<file path="src/rtl/uirq_pkg.sv">
package uirq_pkg;
  localparam int NSRC  = 8;
  localparam int NFLAG = NSRC + 1;

  localparam int SRC_LS  = 0;
  localparam int SRC_TO  = 1;
  localparam int SRC_RD  = 2;
  localparam int SRC_TX  = 3;
  localparam int SRC_MS  = 4;
  localparam int SRC_XC  = 5;
  localparam int SRC_FC  = 6;
  localparam int SRC_WK  = 7;
  localparam int FLG_SPC = 8;

  // Status bits 5:0 for a given source index (bit 0 is the active-low pending bit)
  function automatic logic [5:0] src_code(input int idx);
    case (idx)
      SRC_LS:  return 6'h06;
      SRC_TO:  return 6'h0C;
      SRC_RD:  return 6'h04;
      SRC_TX:  return 6'h02;
      SRC_MS:  return 6'h00;
      SRC_XC:  return 6'h10;
      SRC_FC:  return 6'h20;
      default: return 6'h01;
    endcase
  endfunction

  // Enable mask after the enhanced-feature gate
  function automatic logic [NSRC-1:0] gate_mask(input logic [NSRC-1:0] en, input logic enh);
    logic [NSRC-1:0] m;
    m = en;
    if (!enh) begin
      m[SRC_XC] = 1'b0;
      m[SRC_FC] = 1'b0;
    end
    return m;
  endfunction
endpackage

</file>
<file path="src/rtl/uirq_flag.sv">
module uirq_flag (
  input  logic clk,
  input  logic rst_n,
  input  logic set_i,
  input  logic clr_i,
  output logic q_o
);
  always_ff @(posedge clk or negedge rst_n) begin
    if (!rst_n)     q_o <= 1'b0;
    else if (set_i) q_o <= 1'b1;
    else if (clr_i) q_o <= 1'b0;
  end
endmodule

</file>
<file path="src/rtl/uirq_events.sv">
module uirq_events
  import uirq_pkg::*;
#(
  parameter int LVL_W = 7
) (
  input  logic             line_err_ev,
  input  logic             rx_tmo_ev,
  input  logic [LVL_W-1:0] rx_level,
  input  logic [LVL_W-1:0] rx_trig,
  input  logic             tx_ready_ev,
  input  logic             modem_ev,
  input  logic             xon_xoff_ev,
  input  logic             spc_char_ev,
  input  logic             rx_char_ev,
  input  logic             flow_rise_ev,
  input  logic             wake_ev,
  input  logic             lsr_rd,
  input  logic             msr_rd,
  input  logic             isr_rd,
  input  logic             rhr_rd,
  input  logic             thr_wr,
  output logic [NFLAG-1:0] set_v,
  output logic [NFLAG-1:0] clr_v
);
  logic at_trig;
  assign at_trig = (rx_level >= rx_trig);

  always_comb begin
    set_v = '0;
    clr_v = '0;
    set_v[SRC_LS]  = line_err_ev;   clr_v[SRC_LS]  = lsr_rd;
    set_v[SRC_TO]  = rx_tmo_ev;     clr_v[SRC_TO]  = rhr_rd;
    set_v[SRC_RD]  = at_trig;       clr_v[SRC_RD]  = !at_trig;
    set_v[SRC_TX]  = tx_ready_ev;   clr_v[SRC_TX]  = isr_rd | thr_wr;
    set_v[SRC_MS]  = modem_ev;      clr_v[SRC_MS]  = msr_rd;
    set_v[SRC_XC]  = xon_xoff_ev;   clr_v[SRC_XC]  = isr_rd;
    set_v[SRC_FC]  = flow_rise_ev;  clr_v[SRC_FC]  = msr_rd;
    set_v[SRC_WK]  = wake_ev;       clr_v[SRC_WK]  = isr_rd;
    set_v[FLG_SPC] = spc_char_ev;   clr_v[FLG_SPC] = isr_rd | rx_char_ev;
  end
endmodule

</file>
<file path="src/rtl/uirq_resolve.sv">
module uirq_resolve
  import uirq_pkg::*;
(
  input  logic [NSRC-1:0] pend_en,
  input  logic            fifo_en,
  output logic [7:0]      status,
  output logic            any
);
  logic [5:0] code;

  always_comb begin
    code = 6'h01;
    for (int i = NSRC - 1; i >= 0; i--) begin
      if (pend_en[i]) code = src_code(i);
    end
  end

  assign any    = |pend_en;
  assign status = {fifo_en, fifo_en, code};
endmodule

</file>
<file path="src/rtl/uart_irq_ident.sv">
module uart_irq_ident
  import uirq_pkg::*;
#(
  parameter int FIFO_DEPTH = 64,
  parameter int LVL_W      = $clog2(FIFO_DEPTH + 1)
) (
  input  logic             clk,
  input  logic             rst_n,
  input  logic             fifo_en,
  input  logic             enh_en,
  input  logic [7:0]       src_en,
  input  logic             line_err_ev,
  input  logic             rx_tmo_ev,
  input  logic [LVL_W-1:0] rx_level,
  input  logic [LVL_W-1:0] rx_trig,
  input  logic             tx_ready_ev,
  input  logic             modem_ev,
  input  logic             xon_xoff_ev,
  input  logic             spc_char_ev,
  input  logic             rx_char_ev,
  input  logic             flow_rise_ev,
  input  logic             wake_ev,
  input  logic             lsr_rd,
  input  logic             msr_rd,
  input  logic             isr_rd,
  input  logic             rhr_rd,
  input  logic             thr_wr,
  output logic [7:0]       isr_now,
  output logic [7:0]       isr_rdata,
  output logic             irq
);
  logic [NFLAG-1:0] set_v;
  logic [NFLAG-1:0] clr_v;
  logic [NFLAG-1:0] flag;
  logic [NSRC-1:0]  pend;
  logic [NSRC-1:0]  pend_en;
  logic             any_en;

  uirq_events #(.LVL_W(LVL_W)) u_ev (
    .line_err_ev (line_err_ev),
    .rx_tmo_ev   (rx_tmo_ev),
    .rx_level    (rx_level),
    .rx_trig     (rx_trig),
    .tx_ready_ev (tx_ready_ev),
    .modem_ev    (modem_ev),
    .xon_xoff_ev (xon_xoff_ev),
    .spc_char_ev (spc_char_ev),
    .rx_char_ev  (rx_char_ev),
    .flow_rise_ev(flow_rise_ev),
    .wake_ev     (wake_ev),
    .lsr_rd      (lsr_rd),
    .msr_rd      (msr_rd),
    .isr_rd      (isr_rd),
    .rhr_rd      (rhr_rd),
    .thr_wr      (thr_wr),
    .set_v       (set_v),
    .clr_v       (clr_v)
  );

  for (genvar g = 0; g < NFLAG; g++) begin : g_flag
    uirq_flag u_flag (
      .clk  (clk),
      .rst_n(rst_n),
      .set_i(set_v[g]),
      .clr_i(clr_v[g]),
      .q_o  (flag[g])
    );
  end

  // Source 5 is pending for either match flag
  always_comb begin
    pend         = flag[NSRC-1:0];
    pend[SRC_XC] = flag[SRC_XC] | flag[FLG_SPC];
  end

  assign pend_en = pend & gate_mask(src_en, enh_en);

  uirq_resolve u_res (
    .pend_en(pend_en),
    .fifo_en(fifo_en),
    .status (isr_now),
    .any    (any_en)
  );

  assign irq = any_en;

  // Status value captured in the read cycle, before that read's clears land
  always_ff @(posedge clk or negedge rst_n) begin
    if (!rst_n)      isr_rdata <= 8'h01;
    else if (isr_rd) isr_rdata <= isr_now;
  end
endmodule

</file>
<file path="config.mk">
export PLATFORM = sky130hd
export DESIGN_NAME = uart_irq_ident
export DESIGN_NICKNAME = d
export VERILOG_FILES = /design/src/rtl/uirq_pkg.sv /design/src/rtl/uirq_flag.sv /design/src/rtl/uirq_events.sv /design/src/rtl/uirq_resolve.sv /design/src/rtl/uart_irq_ident.sv
export SDC_FILE = /design/constraint.sdc
export NUM_CORES = 1
export LEC_CHECK = 0
export CAP_MARGIN = 20
export CORE_MARGIN = 1.5
export CORE_UTILIZATION = 31
export DETAILED_ROUTE_END_ITERATION = 12
export GPL_ROUTABILITY_DRIVEN = 0
export PLACE_DENSITY = 0.72
export SLEW_MARGIN = 20
export SYNTH_ARGS = -nofsm -noshare
export SYNTH_HDL_FRONTEND = slang
export SYNTH_SLANG_ARGS = --single-unit
export TNS_END_PERCENT = 1
</file>
<file path="constraint.sdc">
create_clock -name clk -period 1.76 [get_ports clk]
set_input_delay 0.528 -clock clk [delete_from_list [all_inputs] [get_ports clk]]
set_output_delay 0.528 -clock clk [all_outputs]
set_load 0.02 [all_outputs]
</file>
==> out/qor_table.md, run 1 <==
| Item | Value |
|---|---|
| Via count of the first global-routing pass | 825 |
| Total core area | 2520 µm² |
| Most frequent cells after synthesis | dfrtp_1, inv_1, a21o_1 |
| Violation count after the first detailed-route iteration | 14 |
| Global-route wire length before repair | 3340 µm |
| Max-cap viol count | 0 |
| Number of flops mapped to enable cells by yosys | 0 |
| Clock tree from TritonCTS | built |
| Max-slew headroom at the worst pin | 73.8% |
| Die Wd | 55.1 µm |
| Final routed DRC violation total | 0 |
| Final wirelength | 2190 µm |
| CP Launch Point | g_flag[2].u_flag.q_o |
| Post-detail-place hpwl | 1830 µm |
| Num CTS Buffers | 3 |
| Growth of design area from synthesis to finish | 86.6% |
| Sequential share of the synthesized area | 47.8% |
| Final Skew | 0.00123 ns |
| Setup Crit Path Kind | register to primary output |
| Startpoint type of the worst setup path | register |
| Global-route congestion overflow total | 0 |
| Number of antenna cells inserted | 0 |
| Layout cell share with drive strength beyond 1 | 27.0% |
| Minimum setup slack in the final design | -0.496 ns |
| Hold Vio Cnt, Final | 0 |
| Initial antenna violation count | 0 |
| Primary FF master, synth | dfrtp_1 |
| Total of flip-flops plus latches after synthesis | 16 |
| Transition at the pin with the smallest max-transition slack | 0.394 ns |
| Final design area excluding fillers | 1570 µm² |
| DIE HEIGHT | 55.1 µm |
| Average footprint of a synthesized cell | 10.4 µm² |
| Worst reg2reg startpoint | g_flag[2].u_flag.q_o |
| Routed Antenna Nets | 0 |
| Post-synthesis cell type count | 21 |
| Global-route total usage across every layer | 15.2% |
| Status | finished with violations |
| Routed wirelength normalized by instance count | 12.0 µm |
| Share of power burned in combinational logic | 34.5% |
| Count of clock tree sinks | 16 |
| Largest fanout of any net on the critical path | 3 |
| Dpl cell area | 1530 µm² |
| Internal reg-to-reg setup slack | 0.30 ns |
| Number of H-tree levels | 1 |
| Final slew viol count | 0 |
| I/O Pins | 57 |
| Relative contribution of the clock network to total power | 21.1% |
| Die outline area | 3030 µm² |
| Unrepaired setup endpoints after global routing | true |
| Yosys top cell area share | 44.6% |
| Type of the worst min-delay path | register to register |
| Leakage power figure | 0.805 nW |
| FILL cells | 222 |
| Clock network latency to the later pin of the worst-skew pair | 0.28 ns |
| Worst setup EP type | primary output |
| Power spent charging and discharging nets | 0.259 mW |
| DR vias/cell | 4.59 |
| Root buffer selected by CTS | clkbuf_4 |
| Cell area after synthesis | 841 µm² |
| Asr flop ratio synth | 100% |
| Crit path arrival time | 1.73 ns |
| Top cells by area, synth | dfrtp_1, ha_1, a21o_1 |
| Switching Share | 27.8% |
| Setup WS pre-CTS | -1.22 ns |
| Largest net degree at the start of global routing | 17 |
| Final critical-path share of the clock period | 128% |
| Power share of the sequential group | 44.4% |
| Synthesized netlist cell count | 81 |
| First-pass iteration count of the detailed router | 4 |
| Post-Synthesis Net Count | 128 |
| Final critical path time including I/O delays and setup | 2.26 ns |
| Highest clock rate | 443 MHz |
| Clock transition at the registers of the reported paths | 0.09 ns |
| Hold-fix buffer count after cts | 0 |
| Initial Utilization | 33.3% |
| Pwr/cell area | 595 nW/µm² |
| Design internal power | 0.675 mW |
| Violated checks | negative setup slack |
| Layout Nets | 200 |
| Most instantiated library cell after synthesis | dfrtp_1 |
| Setup violators final | 6 |
| Ys Warns | 0 |
| Worst IR Drop VDD | 425 µV |
| Worst hold start | g_flag[4].u_flag.q_o |
| Buffer depth of the longest clock path | 2 |
| Post-Route Utilization | 62.2% |
| Worst endpoint required time | 1.23 ns |
| Via count of the routed design | 835 |
| Count of standard-cell rows | 18 |
| Total of buffers placed on input and output ports | 56 |
| Cell taking the most area after synthesis | dfrtp_1 |
-- worst paths after layout --
check                                        to  cells past startpoint
min in group asynchronous          isr_rdata[6]                      2
hold reg to reg            g_flag[4].u_flag.q_o                      1
max in group asynchronous          isr_rdata[0]                      2
hold / removal             g_flag[4].u_flag.q_o                      1
setup / recovery                            irq                      6
setup reg to reg                   isr_rdata[0]                      5
-- routing by layer --
layer / up-vias / track usage [%] / wire, µm
li1: 415 / - / -
met3: 0 / 4.03 / 300
met1: 373 / 16.2 / 860
met5: - / 0 / 0
met2: 47 / 28.8 / 1030
met4: 0 / 4.88 / 0
-- per-stage QoR --
stage	std cells	power (mW)	hold slack [ns]	setup TNS (ns)
after CTS	181	0.937	0.514	-2.39
final	182	0.934	0.509	-2.22
after global routing	182	0.995	0.539	-2.90
after global placement	175	0.736	0.471	-8.74
after detailed placement	175	0.744	0.476	-9.05
after floorplan	81	0.544	0.232	-1.12
-- cells in the final DEF, fill, tap and decap left out, types with 2 or more instances in the layout --
| master | n |
|---|---|
| mux2_1 | 2 |
| clkdlybuf4s50_1 | 35 |
| buf_6 | 2 |
| nor2_1 | 5 |
| a21oi_1 | 4 |
| mux2_2 | 4 |
| inv_1 | 12 |
| a21o_1 | 9 |
| buf_2 | 2 |
| clkbuf_4 | 3 |
| buf_4 | 20 |
| nand2_1 | 4 |
| nand3_1 | 2 |
| dfrtp_1 | 15 |
| a22oi_2 | 2 |
| dlygate4sd2_1 | 8 |
| ha_1 | 7 |
-- area by class of cell --
cell class                      count  area (µm²)  share of cell area, %
Clock buffer                        4        26.3                   1.67
Timing Repair Buffer               71         651                   41.5
Inverter                           12        45.0                   2.87
Multi-Input combinational cell     49         408                   26.0
Tap cell                           30        37.5                   2.39
Sequential cell                    16         402                   25.6
-- power groups by stage --
| stage | logic, mW | registers (mW) | clock network [mW] |
|---|---|---|---|
| 6_report | 0.323 | 0.415 | 0.197 |
| 5_1_grt | 0.350 | 0.418 | 0.227 |
| 4_1_cts | 0.315 | 0.415 | 0.208 |
| 3_5_place_dp | 0.321 | 0.423 | 0 |
| 3_3_place_gp | 0.315 | 0.421 | 0 |
| 2_1_floorplan | 0.105 | 0.439 | 0 |
-- cells by family after synthesis --
group,synth area share (%)
AO/OA/AOI/OAI,17.3
buffers and inverters,8.48
adder cells (fa/ha/maj),10.4
AND/OR/NAND/NOR,8.04
multiplexers,8.04
flip-flops,47.8
-- registers in the layout, summed over array words and instances (netlist names) --
signal and cells:
isr_rdata 7, g_flag.u_flag.q_o 9
-- what timing repair did --
item,CTS,global route
pin swaps,2,3
gates resized for setup,62,8
buffers inserted,2,1
endpoints found under the setup margin,17,8
-- critical path, stage by stage, from the launching register on --
cell      delay (ns)
dfrtp_1         0.40
a222oi_1        0.41
buf_4           0.20
nand3_4         0.09
nor2b_4         0.17
nand2_4         0.05
buf_6           0.12
Power figures use the tool's default switching activity.
==> inputs of run 2 (changes only) <==
Settings changed: CAP_MARGIN 20 to default, CORE_MARGIN 1.5 to 3.
==> run 2 against run 1 <==
  * The run still ends with negative setup slack left
  * Power about the same
  * Critical path depth is the same
  * Design area up 2.7%
  * Die area grew 11%
  * Non-clock buffer count increased by 3
  * Register-to-register slack lost 0.31 ns
==> out/qor_table.md, run 2 (synthesis gave the netlist of run 1 again) <==
| Item | Value | vs previous |
|---|---|---|
| Setup Crit Path Kind | register to primary output |  |
| Largest net degree at the start of global routing | 17 | unchanged |
| Growth of design area from synthesis to finish | 91.7% |  |
| I/O Pins | 57 | unchanged |
| Max-cap viol count | 0 | unchanged |
| Violated checks | negative setup slack |  |
| Count of standard-cell rows | 18 | unchanged |
| Global-route total usage across every layer | 15.0% | -0.20 points |
| Number of H-tree levels | 1 | unchanged |
| Number of antenna cells inserted | 0 | unchanged |
| Leading cell type in the layout, fill and taps excluded | clkdlybuf4s50_1 |  |
| Status | finished with violations |  |
| Total core area | 2520 µm² | unchanged |
| Worst hold start | g_flag[6].u_flag.q_o |  |
| First-pass iteration count of the detailed router | 4 | unchanged |
| Worst reg2reg startpoint | g_flag[5].u_flag.q_o |  |
| Largest fanout of any net on the critical path | 3 | unchanged |
| Via count of the first global-routing pass | 887 | +7.5% |
| Setup tns final | -1.70 ns | +0.520 ns |
| Worst setup EP type | primary output |  |
| Root buffer selected by CTS | clkbuf_4 |  |
| Post-detail-place hpwl | 1970 µm | +7.9% |
| Worst hold path endpoint | g_flag[6].u_flag.q_o |  |
| Minimum setup slack in the final design | -0.362 ns | +0.134 ns |
| Clock transition at the registers of the reported paths | 0.09 ns | about the same |
| Violation count after the first detailed-route iteration | 22 | +8 |
| Final routed DRC violation total | 0 | unchanged |
| DIE HEIGHT | 58.1 µm | +5.4% |
| Clock network latency to the later pin of the worst-skew pair | 0.28 ns | about the same |
| Final Skew | 0.00693 ns | +0.00570 ns |
| Final wirelength | 2480 µm | +14% |
| Top reg by flops | g_flag.u_flag.q_o |  |
| Final critical path time including I/O delays and setup | 2.12 ns | -0.134 ns |
| Unrepaired setup endpoints after global routing | true |  |
| Worst-path cell with the longest stage delay | dfrtp_1 |  |
| Initial Utilization | 33.3% | unchanged |
| Post-Route Utilization | 63.9% | +1.7 points |
| Final design area excluding fillers | 1610 µm² | +2.7% |
| Worst IR Drop VDD | 369 µV | -13% |
| Die outline area | 3370 µm² | +11% |
| Registers with the most flip-flops | g_flag.u_flag.q_o x9, isr_rdata x7 |  |
| Dpl cell area | 1540 µm² | +0.49% |
| Layout Nets | 203 | +1.5% |
| Global-route congestion overflow total | 0 | unchanged |
| Pwr/cell area | 579 nW/µm² | -2.7% |
| Total of buffers placed on input and output ports | 56 | unchanged |
| Final slew viol count | 0 | unchanged |
| Type of the worst min-delay path | register to register |  |
| Setup violators final | 7 | +1 |
| Worst endpoint required time | 1.23 ns | about the same |
| Final critical-path share of the clock period | 121% | -7.6 points |
| Transition at the pin with the smallest max-transition slack | 0.312 ns | -0.0814 ns |
| Startpoint type of the worst setup path | register |  |
| Crit path arrival time | 1.59 ns | -0.14 ns |
| Clock tree from TritonCTS | built |  |
| Initial antenna violation count | 0 | unchanged |
| Layout cell share with drive strength beyond 1 | 29.0% | +2.1 points |
| DR vias/cell | 4.69 | +2.1% |
| Crit-path max cell delay | 0.39 ns | -0.02 ns |
| Worst r2r dst | isr_rdata[4] |  |
| Worst hold stages | 1 | unchanged |
| Number of flip-flops in the largest register | 9 | unchanged |
| Routed wirelength normalized by instance count | 13.4 µm | +12% |
| Hold Vio Cnt, Final | 0 | unchanged |
| Global-route wire length before repair | 3910 µm | +17% |
| Series of cell instances along the critical path | a222oi_1 > buf_4 > nand3_4 > nor2b_4 > nand2_4 > buf_6 |  |
| Routed Antenna Nets | 0 | unchanged |
| Setup WS pre-CTS | -1.28 ns | -0.0608 ns |
| Buffer depth of the longest clock path | 2 | unchanged |
| Die Wd | 58.1 µm | +5.4% |
| Via count of the routed design | 867 | +3.8% |
| Internal reg-to-reg setup slack | -0.01 ns | -0.31 ns |
| Num CTS Buffers | 3 | unchanged |
| Highest clock rate | 471 MHz | +6.3% |
| Count of clock tree sinks | 16 | unchanged |
| Worst-case reg-to-reg path depth | 8 | +3 |
| Tot Pwr | 0.934 mW | about the same |
| Most frequent cells in the layout | clkdlybuf4s50_1, buf_4, dfrtp_1 |  |
| Max-slew headroom at the worst pin | 79.1% | +5.3 points |
| Leakage power figure | 0.850 nW | +5.5% |
| Hold-fix buffer count after cts | 0 | unchanged |
==> run 2: worst max path at each step <==
stage	cells past startpoint	slack, ns	startpoint	endpoint
2_1_floorplan	3	-0.33	src_en[2]	isr_now[5]
3_3_place_gp	5	-1.18	src_en[2]	isr_now[0]
3_5_place_dp	5	-1.28	src_en[2]	isr_now[0]
4_1_cts	6	-0.38	g_flag[2].u_flag.q_o	irq
5_1_grt	6	-0.45	g_flag[2].u_flag.q_o	irq
6_report	6	-0.36	g_flag[2].u_flag.q_o	irq
==> run 2: cell type report <==
type | count | area (µm²)
Fill cell | 215 | 911
Timing Repair Buffer | 74 | 684
Multi-Input combinational cell | 49 | 417
Sequential cell | 16 | 402
Inverter | 12 | 45.0
Tap cell | 30 | 37.5
Clock buffer | 4 | 26.3
==> run 2: per-stage QoR <==
step	hold WS, ns	cells
2_1_floorplan	0.232	81
3_3_place_gp	0.472	176
3_5_place_dp	0.472	176
4_1_cts	0.501	185
5_1_grt	0.521	185
6_report	0.505	185
==> run 2: power by group <==
| part | internal [mW] | switching (mW) |
|---|---|---|
| Clock | 0.0877 | 0.108 |
| Sequential | 0.398 | 0.0163 |
| Combinational | 0.187 | 0.137 |
| Total | 0.673 | 0.261 |
==> run 2: repair_timing <==
item / 4_1_cts / 5_1_grt
resized for setup: 72 / 6
hold endpoints to repair: 0 / 0
endpoints found under the setup margin: 19 / 8
pin swaps: 5 / 2
buffers inserted: 5 / 0
gates cloned: 0 / 0
==> run 2: routing by layer <==
metal,vias up,share of wire (%),track usage (%)
met1,398,40,16.9
met5,-,0,0
li1,421,-,-
met3,4,8.5,3.34
met4,0,1.3,3.64
met2,44,50,28.4
==> run 2: critical path, delay by kind of cell, from the launching register on <==
family	cells	cell delay (ns)
flip-flops	1	0.39
AO/OA/AOI/OAI	1	0.31
buffers and inverters	2	0.31
AND/OR/NAND/NOR	3	0.30
==> inputs of run 3 (changes only) <==
Settings changed: GPL_TIMING_DRIVEN from default to 1.
==> results of run 3 <==
Same layout as run 2: the final DEF is identical, and so are final timing and power.
